[config.mk]
export PLATFORM = sky130hd
export DESIGN_NAME = wp_cmd_filter
export DESIGN_NICKNAME = d
export VERILOG_FILES = /design/src/rtl/wpf_pkg.sv /design/src/rtl/wpf_rst_sync.sv /design/src/rtl/wpf_matcher.sv /design/src/rtl/wpf_flag.sv /design/src/rtl/wpf_verdict.sv /design/src/rtl/wp_cmd_filter.sv
export SDC_FILE = /design/constraint.sdc
export NUM_CORES = 1
export LEC_CHECK = 0
export BUFFER_PORTS_ARGS = -buffer_cell sky130_fd_sc_hd__buf_2
export CORE_UTILIZATION = 47
export CTS_CLUSTER_SIZE = 28
export DETAILED_ROUTE_END_ITERATION = 16
export GPL_TIMING_DRIVEN = 0
export PLACE_DENSITY_LB_ADDON = 0.05
export SLEW_MARGIN = 40
export SYNTH_ARGS = -nofsm -noshare
export SYNTH_HDL_FRONTEND = slang
export SYNTH_SLANG_ARGS = --single-unit
[constraint.sdc]
create_clock -name clk -period 1.3 [get_ports clk]
set_input_delay 0.325 -clock clk [delete_from_list [all_inputs] [get_ports clk]]
set_output_delay 0.325 -clock clk [all_outputs]
set_load 0.02 [all_outputs]
[src/rtl/wpf_pkg.sv]
package wpf_pkg;
  // Key matcher progress within one load window
  typedef enum logic [2:0] {
    M_IDLE = 3'd0,  // window empty, expecting key beat 1
    M_ONE  = 3'd1,  // beat 1 matched
    M_TWO  = 3'd2,  // beats 1-2 matched
    M_PRE  = 3'd3,  // full key matched, window is prefixed
    M_FAIL = 3'd4   // window holds writes without a key prefix
  } mstate_t;
endpackage

[src/rtl/wpf_rst_sync.sv]
module wpf_rst_sync #(
  parameter int STAGES = 2
) (
  input  logic clk,
  input  logic arst_n,
  output logic srst_n
);
  logic [STAGES-1:0] q;

  always_ff @(posedge clk or negedge arst_n) begin
    if (!arst_n) q <= '0;
    else         q <= {q[STAGES-2:0], 1'b1};
  end

  assign srst_n = q[STAGES-1];
endmodule

[src/rtl/wpf_matcher.sv]
module wpf_matcher
  import wpf_pkg::*;
#(
  parameter int          AW           = 18,
  parameter int          DW           = 8,
  parameter logic [AW-1:0] KEY_A1     = 18'h05555,
  parameter logic [DW-1:0] KEY_D1     = 8'hAA,
  parameter logic [AW-1:0] KEY_A2     = 18'h02AAA,
  parameter logic [DW-1:0] KEY_D2     = 8'h55,
  parameter logic [AW-1:0] KEY_A3     = 18'h05555,
  parameter logic [DW-1:0] KEY_D_ARM  = 8'hA0,
  parameter logic [DW-1:0] KEY_D_DISARM = 8'h20
) (
  input  logic          clk,
  input  logic          rst_n,
  input  logic          wr_i,
  input  logic [AW-1:0] addr_i,
  input  logic [DW-1:0] data_i,
  input  logic          end_i,
  output mstate_t       st_o,
  output logic          arm_o,
  output logic          disarm_o
);
  mstate_t cur, nxt;
  logic hit1, hit2, hit_arm, hit_disarm;

  assign hit1       = (addr_i == KEY_A1) && (data_i == KEY_D1);
  assign hit2       = (addr_i == KEY_A2) && (data_i == KEY_D2);
  assign hit_arm    = (addr_i == KEY_A3) && (data_i == KEY_D_ARM);
  assign hit_disarm = (addr_i == KEY_A3) && (data_i == KEY_D_DISARM);

  always_comb begin
    nxt      = cur;
    arm_o    = 1'b0;
    disarm_o = 1'b0;
    if (end_i) begin
      nxt = M_IDLE;                  // close wins over a same-cycle beat
    end else if (wr_i) begin
      unique case (cur)
        M_IDLE: nxt = hit1 ? M_ONE : M_FAIL;
        M_ONE:  nxt = hit2 ? M_TWO : M_FAIL;
        M_TWO: begin
          if (hit_arm) begin
            nxt   = M_PRE;
            arm_o = 1'b1;
          end else if (hit_disarm) begin
            nxt      = M_PRE;
            disarm_o = 1'b1;
          end else begin
            nxt = M_FAIL;
          end
        end
        default: nxt = cur;          // prefixed or failed: sticky
      endcase
    end
  end

  always_ff @(posedge clk or negedge rst_n) begin
    if (!rst_n) cur <= M_IDLE;
    else        cur <= nxt;
  end

  assign st_o = cur;
endmodule

[src/rtl/wpf_flag.sv]
module wpf_flag (
  input  logic clk,
  input  logic init_n,
  input  logic arm_i,
  input  logic disarm_i,
  output logic prot_o
);
  logic q, d, en;

  // Only key events load the flag; host reset is not wired here.
  assign en = arm_i | disarm_i;
  assign d  = arm_i;

  always_ff @(posedge clk or negedge init_n) begin
    if (!init_n) q <= 1'b0;
    else if (en) q <= d;
  end

  assign prot_o = q;
endmodule

[src/rtl/wpf_verdict.sv]
module wpf_verdict
  import wpf_pkg::*;
(
  input  logic    clk,
  input  logic    rst_n,
  input  logic    end_i,
  input  mstate_t st_i,
  input  logic    prot_i,
  output logic    commit_o,
  output logic    dummy_o
);
  logic any_wr, allow, commit_d, dummy_d;

  assign any_wr   = (st_i != M_IDLE);
  assign allow    = (st_i == M_PRE) || !prot_i;
  assign commit_d = end_i && any_wr && allow;
  assign dummy_d  = end_i && any_wr && !allow;

  always_ff @(posedge clk or negedge rst_n) begin
    if (!rst_n) begin
      commit_o <= 1'b0;
      dummy_o  <= 1'b0;
    end else begin
      commit_o <= commit_d;
      dummy_o  <= dummy_d;
    end
  end
endmodule

[src/rtl/wp_cmd_filter.sv]
module wp_cmd_filter
  import wpf_pkg::*;
#(
  parameter int            AW           = 18,
  parameter int            DW           = 8,
  parameter int            SYNC_STAGES  = 2,
  parameter logic [AW-1:0] KEY_A1       = 18'h05555,
  parameter logic [DW-1:0] KEY_D1       = 8'hAA,
  parameter logic [AW-1:0] KEY_A2       = 18'h02AAA,
  parameter logic [DW-1:0] KEY_D2       = 8'h55,
  parameter logic [AW-1:0] KEY_A3       = 18'h05555,
  parameter logic [DW-1:0] KEY_D_ARM    = 8'hA0,
  parameter logic [DW-1:0] KEY_D_DISARM = 8'h20
) (
  input  logic          clk,
  input  logic          rst_n,
  input  logic          prot_init_n,
  input  logic          wr_valid,
  input  logic [AW-1:0] wr_addr,
  input  logic [DW-1:0] wr_data,
  input  logic          win_end,
  output logic          commit_ok,
  output logic          dummy_start,
  output logic          prot_on
);
  logic    srst_n, sinit_n;
  mstate_t mst;
  logic    arm, disarm;

  wpf_rst_sync #(.STAGES(SYNC_STAGES)) u_rs_host (
    .clk(clk), .arst_n(rst_n), .srst_n(srst_n));

  wpf_rst_sync #(.STAGES(SYNC_STAGES)) u_rs_init (
    .clk(clk), .arst_n(prot_init_n), .srst_n(sinit_n));

  wpf_matcher #(
    .AW(AW), .DW(DW),
    .KEY_A1(KEY_A1), .KEY_D1(KEY_D1),
    .KEY_A2(KEY_A2), .KEY_D2(KEY_D2),
    .KEY_A3(KEY_A3), .KEY_D_ARM(KEY_D_ARM), .KEY_D_DISARM(KEY_D_DISARM)
  ) u_match (
    .clk(clk), .rst_n(srst_n),
    .wr_i(wr_valid), .addr_i(wr_addr), .data_i(wr_data), .end_i(win_end),
    .st_o(mst), .arm_o(arm), .disarm_o(disarm));

  wpf_flag u_flag (
    .clk(clk), .init_n(sinit_n),
    .arm_i(arm), .disarm_i(disarm), .prot_o(prot_on));

  wpf_verdict u_verdict (
    .clk(clk), .rst_n(srst_n), .end_i(win_end), .st_i(mst), .prot_i(prot_on),
    .commit_o(commit_ok), .dummy_o(dummy_start));
endmodule

==> results.sh <==
export IMPL_status="finished with violations"
export IMPL_violations="setup timing"
export IMPL_wl_per_cell_um=13.6
export IMPL_p_total_uw=674
export IMPL_syn_to_final_growth_pct=44.8
export IMPL_antenna_found_initial=0
export IMPL_rr_worst_depth=4
export IMPL_crit_fanout=4
export IMPL_synth_cell_types=35
export IMPL_final_common_cell="buf_2"
export IMPL_yosysSeqAreaShare_pct=37.3
export IMPL_critical_path_depth=5
export IMPL_synth_flop_cell="dfrtp_1"
export IMPL_required_ns=1.44
export IMPL_die_w_um=39.8
export IMPL_final_util_pct=73.7
export IMPL_fin_ws_ns=-0.153
export IMPL_tritoncts="yes"
export IMPL_fp_dieH_um=39.8
export IMPL_nNetsFinal=142
export IMPL_drc=0
export IMPL_synthCells=68
export IMPL_num_rows=13
export IMPL_rrSetupSlack_ns=-0.15
export IMPL_first_pass_iters=4
export IMPL_p_per_area_nw_per_um2=694
export IMPL_drive_above_1_share_pct=47.7
export IMPL_io_pins=34
export IMPL_clk_path_buf_depth=2
export IMPL_met3_length_um=108
export IMPL_route_vias_total=727
export IMPL_worstSetupEndpointType="flip-flop"
export IMPL_cp_num_buf_inv=1
export IMPL_final_cell_mix="buf_2 (33), nor2_1 (9), dfrtp_1 (9)"
export IMPL_dieArea_um2=1580
export IMPL_critical_path_arrival_ns=1.59
export IMPL_design_area_um2=971
export IMPL_overflow=0
export IMPL_core_um2=1320
export IMPL_fillCellCount=112
export IMPL_worst_skew_pair_late_latency_ns=0.25
export IMPL_cts_buffers=3
export IMPL_whs_ns=0.00155
export IMPL_fin_crit_sh_pct=112
export IMPL_max_vdd_ir_drop_uv=830
export IMPL_path_class="in2reg"
export IMPL_path_clk_slew_ns=0.06
export IMPL_clock_sinks=10
export IMPL_ys_warn_count=0
export IMPL_highest_layer="met4"
export IMPL_first_global_vias=595
export IMPL_gp_congestion=0.753
export IMPL_min_path_type="reg2async"
export IMPL_crit_slowest_cell="mux2_4"
export IMPL_syn_area_um2=671
export IMPL_crit_chain="buf_2 -> nor4_2 -> nand4_2 -> nor4_4 -> mux2_4"
export IMPL_ant_nets=0
export IMPL_hpwl_um=1280
export IMPL_rsz0062_at_grt="yes"
export IMPL_fin_skew_ns=0.00260
export IMPL_viasPerCell=5.86
export IMPL_postSynth_asyncResetShare_pct=100
export IMPL_synth_seq_cells=10
export IMPL_synth_edf_count=0
export IMPL_grt_start_max_net_pins=11
export IMPL_n_antenna_cell=0
export IMPL_htree_levels=1
export IMPL_finalCriticalPeriod_ns=1.45
export IMPL_grt_total_usage_pct=22.7
export IMPL_leakage_uw=0.000487
export IMPL_crit_path_start_kind="input pin"
export IMPL_placed_cell_area_um2=867
export IMPL_routed_wl_um=1680
export IMPL_start_util_pct=50.9
export IMPL_crit_path_max_incr_delay_ns=0.32
export IMPL_port_buffers=33
export IMPL_drv_cap=0
export IMPL_wl_met1_um=661
export IMPL_avgSynthCellArea_um2=9.86
export IMPL_cp_top_family="simple AND/OR/NAND/NOR gates"
export IMPL_cts_root_buf="clkbuf_4"
export IMPL_drtIter0Drc=16
export IMPL_fmax_ghz=0.688
export IMPL_grt_first_pass_wirelength_um=2370
export IMPL_final_setup_viol_count=4
export IMPL_finalMaxSlewViolations=0
export IMPL_met2WireLength_um=885
export IMPL_hold_viol_final=0
[layer usage]
metal	GRT usage [%]	vias up
li1	-	346
met5	0	-
met2	41.4	38
met3	8.52	4
met4	1.72	0
met1	25.5	339
[final timing paths]
kind,from,end
worst max-delay path,wr_addr[9],u_flag.prot_o
worst min-delay path,u_rs_init.q[1],u_flag.prot_o
worst max register to register,u_match.st_o[2],u_flag.prot_o
worst min register to register,u_rs_init.q[1],u_flag.prot_o
max in group asynchronous,rst_n,u_rs_host.q[1]
min in group clk,win_end,u_verdict.dummy_o
[final cells by class]
cell class | instances | area [um^2] | area share, %
Clock buffer | 3 | 22.5 | 2.32
Tap cell | 15 | 18.8 | 1.93
Sequential cell | 10 | 251 | 25.9
Timing Repair Buffer | 38 | 208 | 21.4
Buffer | 1 | 7.51 | 0.773
Inverter | 3 | 11.3 | 1.16
Multi-Input combinational cell | 54 | 452 | 46.5
[logic make-up after synthesis]
group | after synthesis | synth area share, %
mux | 1 | 1.68
simple gates | 36 | 41.6
flops | 10 | 37.3
buf+inv | 5 | 2.80
compound gates | 14 | 14.7
other cells | 1 | 0.559
xor+xnor | 1 | 1.31
[worst register-to-register path: stages (launching register included)]
cell	delay, ns
dfrtp_1	0.41
nor4b_4	0.32
nand2_2	0.12
nor4_4	0.16
mux2_4	0.32
[where the power goes]
part	internal [uW]	switching (uW)
Sequential	323	8.09
Combinational	73.0	74.2
Clock	106	89.7
[registers in the layout, summed over array words and instances, names as in the netlist]
register,count
u_rs_host.q,2
u_verdict.commit_o,1
u_verdict.dummy_o,1
u_rs_init.q,2
u_flag.prot_o,1
u_match.st_o,3
[synth_stat cells (all sizes together) (2+ instances only)]
library cell,count,area [um^2]
nor2b,2,12.5
nor4,3,31.3
nand4,3,31.3
nor2,9,33.8
clkbuf,2,7.51
nor4b,3,32.5
dfrtp,10,250
o21a,2,15.0
o21ai,4,20.0
and4bb,3,37.5
nor4bb,3,30.0
nor3,2,21.3
nand3,3,15.0
inv,3,11.3
[through the flow]
stage                     instances  TNS (ns)  setup slack, ns
after global routing            124    -0.747           -0.215
after global placement          117    -0.945           -0.349
after CTS                       122    -0.654           -0.216
after floorplan                  69    -0.164           -0.164
after detailed placement        117    -0.877           -0.330
final                           124    -0.418           -0.153
[timing repair]
item	CTS	global route
setup endpoints to repair	4	4
hold buffers	2	0
setup buffers	1	2
pin swaps	0	5
gates resized for setup	1	11
hold endpoints to repair	4	0
No activity file was read; power rests on OpenSTA's default activity.
